--- src/rtl/stk_pkg.sv ---
package stk_pkg;
  typedef enum logic [2:0] {
    OP_PUSH = 3'd0, OP_POP = 3'd1, OP_ADD = 3'd2, OP_SUB = 3'd3,
    OP_AND  = 3'd4, OP_OR  = 3'd5, OP_MUL = 3'd6, OP_NOP = 3'd7
  } opcode_e;

  typedef enum logic [1:0] {RD_INST, RD_TOP, RD_NEXT} rdSel_e;
  typedef enum logic [1:0] {WR_PUSH, WR_POP, WR_BIN} wrSel_e;

  // strobes from control to datapath
  typedef struct packed {
    rdSel_e rdSel;
    logic   capLeft;
    logic   capRight;
    logic   memWr;
    wrSel_e wrSel;
    logic   clrRes;
  } strobe_t;
endpackage

--- src/rtl/stk_datapath.sv ---
module stk_datapath
  import stk_pkg::*;
#(
  parameter int DATA_W      = 16,
  parameter int ADDR_W      = 5,
  parameter int STACK_DEPTH = 8
) (
  input  logic                clk,
  input  logic                rstN,
  input  strobe_t             strobe,
  input  opcode_e             opQ,
  input  logic [ADDR_W-1:0]   addrQ,
  input  logic                loadEn,
  input  logic [ADDR_W-1:0]   loadAddr,
  input  logic [DATA_W-1:0]   loadData,
  output logic [ADDR_W:0]     stackPtr,
  output logic [DATA_W-1:0]   result,
  output logic                isFull,
  output logic                isEmpty,
  output logic                hasTwo
);
  localparam int MEM_WORDS   = 1 << ADDR_W;
  localparam int SP_W        = ADDR_W + 1;
  localparam int STACK_LIMIT = MEM_WORDS - STACK_DEPTH;

  logic [DATA_W-1:0] mem [MEM_WORDS];
  logic [SP_W-1:0]   sp, spPlus1, spMinus1;
  logic [DATA_W-1:0] leftOp, rightOp, rdData, aluOut, wrData;
  logic [ADDR_W-1:0] rdAddr, wrAddr;
  logic [2*DATA_W-1:0] product;

  assign spPlus1  = sp + SP_W'(1);
  assign spMinus1 = sp - SP_W'(1);
  assign isEmpty  = (sp == SP_W'(MEM_WORDS));
  assign isFull   = (sp == SP_W'(STACK_LIMIT));
  assign hasTwo   = (sp <= SP_W'(MEM_WORDS - 2));
  assign stackPtr = sp;

  always_comb begin
    unique case (strobe.rdSel)
      RD_TOP:  rdAddr = sp[ADDR_W-1:0];
      RD_NEXT: rdAddr = spPlus1[ADDR_W-1:0];
      default: rdAddr = addrQ;
    endcase
  end
  assign rdData = mem[rdAddr];

  assign product = {{DATA_W{1'b0}}, leftOp} * {{DATA_W{1'b0}}, rightOp};

  always_comb begin
    unique case (opQ)
      OP_ADD:  aluOut = leftOp + rightOp;
      OP_SUB:  aluOut = leftOp - rightOp;
      OP_AND:  aluOut = leftOp & rightOp;
      OP_OR:   aluOut = leftOp | rightOp;
      OP_MUL:  aluOut = product[DATA_W-1:0];
      default: aluOut = '0;
    endcase
  end

  always_comb begin
    unique case (strobe.wrSel)
      WR_PUSH: begin wrAddr = spMinus1[ADDR_W-1:0]; wrData = leftOp; end
      WR_POP:  begin wrAddr = addrQ;                wrData = leftOp; end
      default: begin wrAddr = spPlus1[ADDR_W-1:0];  wrData = aluOut; end
    endcase
  end

  // memory carries no reset; contents come from the load port
  always_ff @(posedge clk) begin
    if (strobe.memWr)  mem[wrAddr]   <= wrData;
    else if (loadEn)   mem[loadAddr] <= loadData;
  end

  always_ff @(posedge clk or negedge rstN) begin
    if (!rstN) begin
      sp      <= SP_W'(MEM_WORDS);
      leftOp  <= '0;
      rightOp <= '0;
      result  <= '0;
    end else begin
      if (strobe.capLeft)  leftOp  <= rdData;
      if (strobe.capRight) rightOp <= rdData;
      if (strobe.clrRes)   result  <= '0;
      else if (strobe.memWr) result <= wrData;
      if (strobe.memWr) begin
        if (strobe.wrSel == WR_PUSH) sp <= spMinus1;
        else                         sp <= spPlus1;
      end
    end
  end
endmodule

--- src/rtl/stk_ctrl.sv ---
module stk_ctrl
  import stk_pkg::*;
#(
  parameter int ADDR_W = 5
) (
  input  logic              clk,
  input  logic              rstN,
  input  logic              instValid,
  input  logic [2:0]        instOp,
  input  logic [ADDR_W-1:0] instAddr,
  input  logic              isFull,
  input  logic              isEmpty,
  input  logic              hasTwo,
  output logic              instReady,
  output logic              doneValid,
  output logic              doneOverflow,
  output logic              doneUnderflow,
  output opcode_e           opQ,
  output logic [ADDR_W-1:0] addrQ,
  output strobe_t           strobe
);
  typedef enum logic [2:0] {S_IDLE, S_RIGHT, S_LEFT, S_WRITE, S_DONE} state_e;
  state_e  state;
  opcode_e opIn;
  logic    take, isBinary;

  assign opIn      = opcode_e'(instOp);
  assign instReady = (state == S_IDLE);
  assign doneValid = (state == S_DONE);
  assign take      = instValid && instReady;
  assign isBinary  = (opQ != OP_PUSH) && (opQ != OP_POP) && (opQ != OP_NOP);

  always_ff @(posedge clk or negedge rstN) begin
    if (!rstN) begin
      state         <= S_IDLE;
      opQ           <= OP_NOP;
      addrQ         <= '0;
      doneOverflow  <= 1'b0;
      doneUnderflow <= 1'b0;
    end else begin
      unique case (state)
        S_IDLE: if (take) begin
          opQ           <= opIn;
          addrQ         <= instAddr;
          doneOverflow  <= 1'b0;
          doneUnderflow <= 1'b0;
          unique case (opIn)
            OP_PUSH: if (isFull) begin doneOverflow <= 1'b1; state <= S_DONE; end
                     else state <= S_LEFT;
            OP_POP:  if (isEmpty) begin doneUnderflow <= 1'b1; state <= S_DONE; end
                     else state <= S_LEFT;
            OP_NOP:  state <= S_DONE;
            default: if (!hasTwo) begin doneUnderflow <= 1'b1; state <= S_DONE; end
                     else state <= S_RIGHT;
          endcase
        end
        S_RIGHT: state <= S_LEFT;
        S_LEFT:  state <= S_WRITE;
        S_WRITE: state <= S_DONE;
        default: begin
          state         <= S_IDLE;
          doneOverflow  <= 1'b0;
          doneUnderflow <= 1'b0;
        end
      endcase
    end
  end

  always_comb begin
    strobe          = '0;
    strobe.rdSel    = RD_INST;
    strobe.wrSel    = WR_BIN;
    strobe.clrRes   = take;
    unique case (state)
      S_RIGHT: begin
        strobe.rdSel    = RD_TOP;
        strobe.capRight = 1'b1;
      end
      S_LEFT: begin
        strobe.capLeft = 1'b1;
        if (opQ == OP_POP)  strobe.rdSel = RD_TOP;
        else if (isBinary)  strobe.rdSel = RD_NEXT;
        else                strobe.rdSel = RD_INST;
      end
      S_WRITE: begin
        strobe.memWr = 1'b1;
        if (opQ == OP_PUSH)     strobe.wrSel = WR_PUSH;
        else if (opQ == OP_POP) strobe.wrSel = WR_POP;
        else                    strobe.wrSel = WR_BIN;
      end
      default: ;
    endcase
  end
endmodule

--- src/rtl/stack_engine.sv ---
module stack_engine
  import stk_pkg::*;
#(
  parameter int DATA_W      = 16,
  parameter int ADDR_W      = 5,
  parameter int STACK_DEPTH = 8
) (
  input  logic              clk,
  input  logic              rstN,
  input  logic              instValid,
  output logic              instReady,
  input  logic [2:0]        instOp,
  input  logic [ADDR_W-1:0] instAddr,
  input  logic              loadEn,
  input  logic [ADDR_W-1:0] loadAddr,
  input  logic [DATA_W-1:0] loadData,
  output logic              doneValid,
  output logic [DATA_W-1:0] doneData,
  output logic              doneOverflow,
  output logic              doneUnderflow,
  output logic [ADDR_W:0]   stackPtr
);
  strobe_t           strobe;
  opcode_e           opQ;
  logic [ADDR_W-1:0] addrQ;
  logic              isFull, isEmpty, hasTwo;

  stk_ctrl #(.ADDR_W(ADDR_W)) u_ctrl (
    .clk(clk), .rstN(rstN), .instValid(instValid), .instOp(instOp),
    .instAddr(instAddr), .isFull(isFull), .isEmpty(isEmpty), .hasTwo(hasTwo),
    .instReady(instReady), .doneValid(doneValid), .doneOverflow(doneOverflow),
    .doneUnderflow(doneUnderflow), .opQ(opQ), .addrQ(addrQ), .strobe(strobe)
  );

  stk_datapath #(.DATA_W(DATA_W), .ADDR_W(ADDR_W), .STACK_DEPTH(STACK_DEPTH)) u_dp (
    .clk(clk), .rstN(rstN), .strobe(strobe), .opQ(opQ), .addrQ(addrQ),
    .loadEn(loadEn), .loadAddr(loadAddr), .loadData(loadData),
    .stackPtr(stackPtr), .result(doneData), .isFull(isFull),
    .isEmpty(isEmpty), .hasTwo(hasTwo)
  );
endmodule

--- config.mk ---
export PLATFORM = sky130hd
export DESIGN_NAME = stack_engine
export DESIGN_NICKNAME = d
export VERILOG_FILES = /design/src/rtl/stk_pkg.sv /design/src/rtl/stk_datapath.sv /design/src/rtl/stk_ctrl.sv /design/src/rtl/stack_engine.sv
export SDC_FILE = /design/constraint.sdc
export NUM_CORES = 1
export LEC_CHECK = 0
export BUFFER_PORTS_ARGS = -buffer_cell sky130_fd_sc_hd__buf_2
export CAP_MARGIN = 20
export CORE_MARGIN = 2
export CORE_UTILIZATION = 60
export CTS_BUF_LIST = sky130_fd_sc_hd__clkbuf_4 sky130_fd_sc_hd__clkbuf_8
export DETAILED_ROUTE_END_ITERATION = 7
export HOLD_SLACK_MARGIN = 0.15
export PLACE_DENSITY = 0.77
export SKIP_LAST_GASP = 1
export SLEW_MARGIN = 0
export SYNTH_ARGS = -nofsm -noshare
export SYNTH_HDL_FRONTEND = slang
export SYNTH_HIERARCHICAL = 1
export SYNTH_SLANG_ARGS = --single-unit
export TNS_END_PERCENT = 20
--- constraint.sdc ---
create_clock -name clk -period 13.24 [get_ports clk]
set_clock_uncertainty 0.1 [all_clocks]
set_input_delay 2.648 -clock clk [delete_from_list [all_inputs] [get_ports clk]]
set_output_delay 2.648 -clock clk [all_outputs]
set_load 0.01 [all_outputs]
==> qor.txt, run 1 <==
DRC Markers: 0
Clock root buffer: clkbuf_8
CP Capture Type: flop
Top post-synthesis cells by count: edfxtp_1, nor2_1, mux4_2, inv_1, nand2_1
Syn_area_per_cell: 14.9 sq um
Yosys top cell area share: 53.2%
GP Congestion: 0.943
Ranking of synthesized cells by area: edfxtp_1, mux4_2, fa_1
Clock buffer depth: 3
GRT Resource Usage Total: 28.2%
Starting density of the core: 60.7%
Vias in the first global route: 17400
Grt ovf: 0
Chip width: 224 microns
Total die area: 0.0500 sq mm
Final setup margin: 6.15 ns
Worst Path Required: 13.52 ns
Area Growth Syn to Fin: 9.86%
CP delay by family, top: adder cells
Crit-path slowest cell: dfrtp_1
Hold Crit Class: reg2reg
Final Hold Vio Count: 0
Nets: 2225
Yosys warning total: 6
Dpl ws: 5.99 ns
CTS Buf Count: 89
Chip height: 224 microns
Max Transition Viols Final: 0
Ys flop type: edfxtp_1
Hpwl dp: 44.6 mm
Cell with the most instances after synthesis: edfxtp_1
Routed WL per cell: 25.2 microns
Post-cts gate resize count: 0
Drt pass-1 iters: 6
# rows: 80
Final setup fails: 0
Cells after Synth: 1938
FMAX: 141 MHz
Max-cap viol count: 0
Final Cycle Share: 53.6%
EDFF count, synth: 512
GR Util met2: 45.0%
# hold bufs at CTS: 0
Gr busiest metal: met2
Clk sink count: 579
PortBufs: 58
GRT met3 Usage: 5.20%
Synthesized area: 0.0289 sq mm
Post-DRT Antenna Nets: 0
RSZ-0062 raised after global routing: no
Insertion delay to the later sink of the worst-skew pair: 0.68 ns
Crit Path Class: reg2reg
Nature of the critical path startpoint: flop
First-pass GRT wire length: 104 mm
Share of layout cells above drive strength 1: 20.9%
Vias per std cell: 6.24
Crit-path cells: nand2_1 -> fa_1 -> fa_1 -> fa_1 -> fa_1 -> inv_1 -> fa_1 -> inv_1 -> fa_1 -> inv_1 -> ha_1 -> a21oi_1 -> nand2b_1 -> a21oi_1 -> o21ai_1 -> xnor2_1 -> nor3_1 -> nor4_1 -> o21ai_2 -> buf_8
Sequential cell area fraction in the yosys report: 59.0%
Crit path top cell by count: fa_1
Num ports: 59
Setup Total Neg Slack: 0 ns
Largest stage delay, worst path: 0.82 ns
Initial DRC count: 1741
CP Buf/Inv Count: 4
Worst slew pin tran: 1.11 ns
Status: finished, final reports clean
Post-CTS setup buffer count: 0
Area leader, netlist: edfxtp_1
Largest net degree at the start of global routing: 68
CTS tree: yes
Synth Register Bits: 579
Syn Nets: 2124
M1 GR Usage: 39.0%
Max Fanout on Critical Path: 28
Worst slew margin: 25.6%
Via count: 17000
H-tree Lvls: 3
Clock slew at reported path FFs: 0.06 ns
Core ar.: 0.0476 sq mm
Minimum clock period: 7.09 ns
Initial antenna violation count: 1
Post-synthesis cell type count: 78
Ys async rst share: 11.6%
Critical Path AT: 7.38 ns
Final wirelength: 69.0 mm
worst min-delay path, stage by stage, from the launching register on:
cell     delay, ns
dfrtp_1       0.34
nand2_1       0.05
o21ai_1       0.06
metrics by stage:
stage	util, %	hold WS (ns)	instance area, sq um	cells
after floorplan	-	0.405	28900	1938
after global placement	62.9	0.373	30000	2562
after detailed placement	62.9	0.379	30000	2562
after CTS	66.6	0.390	31700	2730
after global routing	66.7	0.416	31800	2731
final	66.7	0.387	31800	2732
flip-flops by register name (all words and copies together) (netlist names):
name                  flops
u_dp/rightOp             16
u_dp/stackPtr             6
u_dp/leftOp              16
u_dp/result              16
u_ctrl/addrQ              5
u_ctrl/doneOverflow       1
u_ctrl/doneUnderflow      1
u_ctrl/opQ                3
u_dp/mem                512
u_ctrl/state              3
routing by layer:
metal	up-vias	part of all wire, %
li1	7409	-
met1	8662	40
met2	816	48
met3	148	8.2
met4	0	3.7
met5	-	0
kinds of logic after synthesis:
group | synth area share (%)
compound gates | 5.08
fa+ha+maj | 8.90
xor+xnor | 2.14
flops | 59.0
buf+inv | 3.67
mux | 14.7
simple gates | 6.56
cell usage in the layout (no fill, tap or decap), drive strengths merged, types with 63 or more instances in the layout:
master,instances
ha,72
fa,81
mux4,128
buf,122
a21oi,87
mux2i,119
nor2,136
and2,69
dfrtp,63
clkbuf,118
edfxtp,512
nand2,123
inv,131
final timing paths:
path / startpoint / to / slack, ns / cells after the start
worst max-delay path: u_dp/rightOp[2]$_DFFE_PN0P_ / u_dp/mem[3][14]$_DFFE_PP_ / 6.15 / 20
worst min-delay path: u_dp/result[15]$_DFFE_PN0P_ / u_dp/result[15]$_DFFE_PN0P_ / 0.39 / 2
worst max register to register: u_dp/rightOp[2]$_DFFE_PN0P_ / u_dp/mem[3][14]$_DFFE_PP_ / 6.15 / 20
worst min register to register: u_dp/result[15]$_DFFE_PN0P_ / u_dp/result[15]$_DFFE_PN0P_ / 0.39 / 2
max in group asynchronous: rstN / u_dp/leftOp[4]$_DFFE_PN0P_ / 10.34 / 2
min in group asynchronous: rstN / u_ctrl/doneOverflow$_DFFE_PN0P_ / 2.07 / 2
cell type report:
class,count,area (sq um)
Clock buffer,118,1460
Timing Repair Buffer,122,778
Multi-Input combinational cell,1120,10900
Clock inverter,50,303
Tap cell,615,769
Sequential cell,579,17100
Fill cell,3250,15900
Antenna cell,1,2.50
Inverter,127,477
Power of run 1 is left out: the tool's default activity adds up to more than one toggle a clock period on the data nets, which glitch-free logic cannot reach.
==> run 2, diff against run 1 <==
==> constraint.sdc (replaced) <==
create_clock -name clk -period 6.6 [get_ports clk]
set_clock_uncertainty 0.1 [all_clocks]
set_input_delay 1.32 -clock clk [delete_from_list [all_inputs] [get_ports clk]]
set_output_delay 1.32 -clock clk [all_outputs]
set_load 0.01 [all_outputs]
==> run 2 against run 1 <==
Flip-flop and latch count is the same. Core utilization grew 1.3 points. Global-route usage grew 0.40 points. Design area grew 2.0%. Largest cell class unchanged. Critical path type unchanged. Worst hold slack gained 0.029 ns. Via count grew 1.5%. Count of clock-buffer cells in the layout grew 1. Critical path depth shrank 1. Die area is the same. Maximum frequency grew 12%. Sequential share of layout area shrank 1.0 points. Non-clock buffer count grew 55.
==> qor.txt, run 2 (synthesis gave the netlist of run 1 again) <==
Status: finished, final reports clean
Dpl ws: -0.162 ns (-6.15 ns)
Vias per std cell: 6.22 (-0.20%)
Nature of the critical path startpoint: flop
Most frequent cells in the layout: edfxtp_1, nor2_1, mux4_2
Clock slew at reported path FFs: 0.06 ns (about the same)
Num ports: 59 (unchanged)
Insertion delay to the later sink of the worst-skew pair: 0.69 ns (about the same)
Max Fanout on Critical Path: 16 (-43%)
Initial DRC count: 1823 (+4.7%)
Routed WL per cell: 25.2 microns (-0.10%)
Worst slew margin: 26.1% (+0.51 points)
Final Cycle Share: 96.2% (+43 points)
GRT Resource Usage Total: 28.6% (+0.40 points)
Core ar.: 0.0476 sq mm (unchanged)
Crit Path Class: reg2reg
Worst Path Required: 6.84 ns (-6.68 ns)
Drt pass-1 iters: 5 (-1)
Area of the multi-input gates: 0.0110 sq mm (+0.61%)
RSZ-0062 raised after global routing: yes
Most flops, register: u_dp/mem
Final wirelength: 70.1 mm (+1.6%)
Grt ovf: 0 (unchanged)
Final setup margin: 0.250 ns (-5.90 ns)
Clock root buffer: clkbuf_8
DRC Markers: 0 (unchanged)
Largest net degree at the start of global routing: 81 (+19%)
Starting density of the core: 60.7% (unchanged)
ANT cells: 0 (-1)
Final Hold Vio Count: 0 (unchanged)
Reg area: 0.0171 sq mm (about the same)
CP Capture Type: flop
Clk sink count: 579 (unchanged)
H-tree Lvls: 3 (unchanged)
GP Congestion: 0.939 (-0.51%)
Filler Cells Inserted: 3139 (-3.4%)
Total die area: 0.0500 sq mm (unchanged)
Critical Path AT: 6.59 ns (-0.79 ns)
First-pass GRT wire length: 106 mm (+1.7%)
Max reg flops: 512 (unchanged)
# rows: 80 (unchanged)
CTS tree: yes
Vias in the first global route: 17400 (+0.36%)
Worst slew pin tran: 1.10 ns (-0.0151 ns)
Nets: 2284 (+2.7%)
CTS Buf Count: 91 (+2.2%)
Via count: 17300 (+1.5%)
Final setup fails: 0 (unchanged)
Area Growth Syn to Fin: 12.0%
Clock buffer depth: 3 (unchanged)
Max-cap viol count: 0 (unchanged)
Share of layout cells above drive strength 1: 23.5% (+2.6 points)
Chip height: 224 microns (unchanged)
Hpwl dp: 45.7 mm (+2.4%)
Minimum clock period: 6.35 ns (-0.742 ns)
Initial antenna violation count: 0 (-1)
PortBufs: 58 (unchanged)
FMAX: 157 MHz (+12%)
Max Transition Viols Final: 0 (unchanged)
Post-DRT Antenna Nets: 0 (unchanged)
Chip width: 224 microns (unchanged)
Commonest non-fill, non-tap cell in the layout: edfxtp_1
Hold Crit Class: reg2reg
Register-to-register setup slack: 0.25 ns (-5.90 ns)
==> run 2: changes by cell type in the layout (fill, tap and decap cells not counted), moves of 2 or more <==
| cell | change |
|---|---|
| buf_4 | +47 |
| clkinv_1 | -16 |
| buf_12 | +7 |
| clkinv_2 | +5 |
| buf_16 | +2 |
| bufinv_16 | +2 |
| clkbuf_8 | +2 |
| o21ai_4 | +2 |
==> run 2: repair_timing <==
action	4_1_cts	5_1_grt
resized for setup	2	5
setup endpoints to repair	64	64
pin swaps	0	3
setup buffers	0	3
gates cloned	0	2
hold buffers	0	0
==> run 2: worst paths after layout <==
| kind | start | end | cells after the start |
|---|---|---|---|
| max | u_dp/rightOp[4]$_DFFE_PN0P_ | u_dp/mem[15][15]$_DFFE_PP_ | 19 |
| min reg2reg | u_dp/stackPtr[5]$_DFFE_PN1P_ | u_dp/stackPtr[5]$_DFFE_PN1P_ | 1 |
| max reg2reg | u_dp/rightOp[4]$_DFFE_PN0P_ | u_dp/mem[15][15]$_DFFE_PP_ | 19 |
| max in group asynchronous | rstN | u_dp/rightOp[3]$_DFFE_PN0P_ | 2 |
| min | u_dp/stackPtr[5]$_DFFE_PN1P_ | u_dp/stackPtr[5]$_DFFE_PN1P_ | 1 |
| min in group asynchronous | rstN | u_dp/result[3]$_DFFE_PN0P_ | 2 |
==> run 2: per-layer routing <==
metal	track usage (%)	wire length, microns
met1	40.3	28000
met2	45.4	33700
met3	4.58	5700
met4	11.6	2720
met5	0	0
==> run 2: worst max-delay path, cell delays in order (launching register included) <==
cell and delay, ns:
dfrtp_1 0.51, and2_1 0.23, fa_1 0.53, inv_1 0.05
fa_1 0.47, inv_1 0.05, fa_1 0.48, fa_1 0.51
fa_1 0.53, inv_1 0.06, fa_1 0.48, inv_1 0.05
ha_1 0.28, o21a_1 0.20, nor2_1 0.16, nor2_1 0.09
a221oi_2 0.34, xnor2_1 0.17, a221oi_4 0.48, a21oi_2 0.27
==> run 2: final cells by class <==
cell class / instances / area share (%)
Tap cell: 615 / 2.38
Multi-Input combinational cell: 1122 / 33.9
Sequential cell: 579 / 52.7
Inverter: 127 / 1.47
Clock buffer: 119 / 4.57
Clock inverter: 40 / 0.969
Timing Repair Buffer: 177 / 4.05
==> run 2: metrics by stage <==
stage	setup TNS [ns]	cell area, sq um	cells	util [%]	hold WS (ns)
6_report	0	32400	2779	68.0	0.416
5_1_grt	-0.664	32400	2779	68.0	0.429
4_1_cts	0	32200	2771	67.7	0.416
3_5_place_dp	-9.35	30400	2612	63.9	0.407
3_3_place_gp	0	30400	2612	63.9	0.401
2_1_floorplan	-2.17	28900	1938	-	0.405
Power of run 2 is left out for the same reason.
==> run 3, diff against run 2 <==
--- a/config.mk
+++ b/config.mk
@@ -7,12 +7,14 @@
 export LEC_CHECK = 0
 export BUFFER_PORTS_ARGS = -buffer_cell sky130_fd_sc_hd__buf_2
 export CAP_MARGIN = 20
+export CELL_PAD_IN_SITES_DETAIL_PLACEMENT = 1
+export CELL_PAD_IN_SITES_GLOBAL_PLACEMENT = 2
 export CORE_MARGIN = 2
-export CORE_UTILIZATION = 60
-export CTS_BUF_LIST = sky130_fd_sc_hd__clkbuf_4 sky130_fd_sc_hd__clkbuf_8
+export CORE_UTILIZATION = 48
+export CTS_BUF_LIST = sky130_fd_sc_hd__clkbuf_2
 export DETAILED_ROUTE_END_ITERATION = 7
 export HOLD_SLACK_MARGIN = 0.15
-export PLACE_DENSITY = 0.77
+export PLACE_DENSITY_LB_ADDON = 0.1
 export SKIP_LAST_GASP = 1
 export SLEW_MARGIN = 0
 export SYNTH_ARGS = -nofsm -noshare
==> run 3 against run 2 <==
Register-to-register slack got worse by 0.06 ns. Worst setup slack got worse by 0.064 ns. Global-route usage fell by 2.4 points. Largest cell class unchanged. Final cell count rose by 10%. Maximum frequency fell by 1.0%.
==> qor.txt, run 3 (synthesis gave the netlist of run 1 again) <==
GP Congestion: 0.859 (-8.5%)
CTS Buf Count: 147 (+62%)
DRC Markers: 0 (unchanged)
Num ports: 59 (unchanged)
# rows: 89 (+11%)
Starting density of the core: 48.8% (-12 points)
Insertion delay to the later sink of the worst-skew pair: 1.23 ns (+0.54 ns)
Worst Path Required: 7.38 ns (+0.54 ns)
Drt pass-1 iters: 5 (unchanged)
Reg-to-reg endpoint: u_dp/mem[12][9]$_DFFE_PP_
Gr busiest metal: met2
Total die area: 0.0622 sq mm (+25%)
GRT met3 Usage: 3.99% (-0.59 points)
Hold Crit Class: in2reg
Area Growth Syn to Fin: 12.1% (about the same)
Routed WL per cell: 26.3 microns (+4.4%)
Commonest non-fill, non-tap cell in the layout: edfxtp_1
R2r startpoint: u_dp/leftOp[3]$_DFFE_PN0P_
Chip width: 249 microns (+12%)
CP endpoint: u_dp/mem[12][9]$_DFFE_PP_
Worst slew margin: 13.0% (-13 points)
FMAX: 156 MHz (-1.0%)
Max Transition Viols Final: 0 (unchanged)
Clock root buffer: clkbuf_2
Status: finished, final reports clean
Most frequent cells in the layout: edfxtp_1, clkbuf_2, nor2_1
Max Fanout on Critical Path: 32 (+16)
Hold Path Depth: 3 (+2)
Final setup fails: 0 (unchanged)
Hold WS: 0.414 ns (-0.00216 ns)
Largest net degree at the start of global routing: 129 (+59%)
Register-to-register setup slack: 0.19 ns (-0.06 ns)
CTS tree: yes
Clock buffer depth: 3 (unchanged)
Nature of the critical path startpoint: flop
Chip height: 249 microns (+12%)
Clk sink count: 579 (unchanged)
Max reg flops: 512 (unchanged)
R2r worst-path depth: 23 (+4)
Vias per std cell: 5.75 (-7.5%)
Via count: 17600 (+1.8%)
Critical Path Source: u_dp/leftOp[3]$_DFFE_PN0P_
Core ar.: 0.0592 sq mm (+24%)
H-tree Lvls: 4 (+1)
GR Util met2: 45.0% (-0.46 points)
Initial DRC count: 1277 (-30%)
Post-DRT Antenna Nets: 0 (unchanged)
Final wirelength: 80.5 mm (+15%)
Filler Cells Inserted: 5812 (+85%)
Hpwl dp: 54.2 mm (+19%)
CP Capture Type: flop
Nets: 2367 (+3.6%)
M1 GR Usage: 34.2% (-6.1 points)
Worst slew pin tran: 1.29 ns (+0.195 ns)
Final Cycle Share: 97.2% (+0.98 points)
GRT Resource Usage Total: 26.2% (-2.4 points)
Most flops, register: u_dp/mem
Share of layout cells above drive strength 1: 26.6% (+3.1 points)
Grt ovf: 0 (unchanged)
Initial antenna violation count: 2 (+2)
First-pass GRT wire length: 120 mm (+13%)
Vias in the first global route: 18900 (+8.8%)
Crit Path Class: reg2reg
Critical Path AT: 7.20 ns (+0.61 ns)
RSZ-0062 raised after global routing: yes
Max-cap viol count: 0 (unchanged)
Final Hold Vio Count: 0 (unchanged)
Clock slew at reported path FFs: 0.09 ns (+0.03 ns)
PortBufs: 58 (unchanged)
Minimum clock period: 6.41 ns (+0.0644 ns)
## run 3: worst min-delay path by stage
stage,start,to
2_1_floorplan,u_ctrl/addrQ[1]$_DFFE_PN0P_,u_ctrl/addrQ[1]$_DFFE_PN0P_
3_3_place_gp,u_dp/result[6]$_DFFE_PN0P_,u_dp/result[6]$_DFFE_PN0P_
3_5_place_dp,u_dp/result[6]$_DFFE_PN0P_,u_dp/result[6]$_DFFE_PN0P_
4_1_cts,instValid,u_ctrl/state[1]$_DFFE_PN0P_
5_1_grt,instValid,u_ctrl/state[0]$_DFFE_PN0P_
6_report,instValid,u_ctrl/state[1]$_DFFE_PN0P_
## run 3: cell type report
cell class	instances	area, sq um	share of cell area, %
clock inverters	51	330	1.02
diodes	4	10.0	0.0309
clock buffers	199	996	3.07
multi-input cells	1122	11000	33.9
flip-flops and latches	579	17100	52.6
inverters	127	477	1.47
repair buffers	204	1570	4.85
well taps	773	967	2.98
## run 3: layer usage
metal,vias to the layer above,share of wire [%]
met5,-,0
met4,0,2.6
met3,126,4.6
met2,481,51
met1,9253,42
li1,7741,-
## run 3: repair_timing
item,in CTS,in global routing
setup buffers,0,4
endpoints found under the setup margin,60,86
pin swaps,1,4
gates cloned,0,2
endpoints found under the hold margin,69,0
resized for setup,2,11
hold buffers,9,0
## run 3: stage by stage
stage               TNS [ns]  area [sq um]  setup slack [ns]  std cells  util, %
floorplan              -2.17         28900           -0.0579       1938        -
CTS                    -1.21         32300           -0.0630       3049     54.5
global placement       -5.92         30900            -0.186       2790     52.1
detailed placement    -12.32         30900            -0.387       2790     52.1
global route         -0.0371         32400           -0.0183       3059     54.7
finish                     0         32400             0.185       3059     54.7
## run 3: critical path, cell delays in order (launching register included)
cell     delay [ns]
dfrtp_1        0.46
buf_4          0.23
nand2_1        0.09
fa_1           0.48
fa_1           0.55
inv_1          0.04
ha_1           0.20
fa_1           0.44
ha_1           0.29
inv_1          0.05
fa_1           0.47
inv_1          0.04
ha_1           0.29
o21a_1         0.17
o31a_1         0.14
buf_4          0.15
o21a_1         0.18
or3_1          0.34
a31oi_1        0.38
o22ai_1        0.15
a22oi_1        0.31
buf_4          0.22
a21oi_2        0.08
buf_12         0.23
Power of run 3 is left out for the same reason.
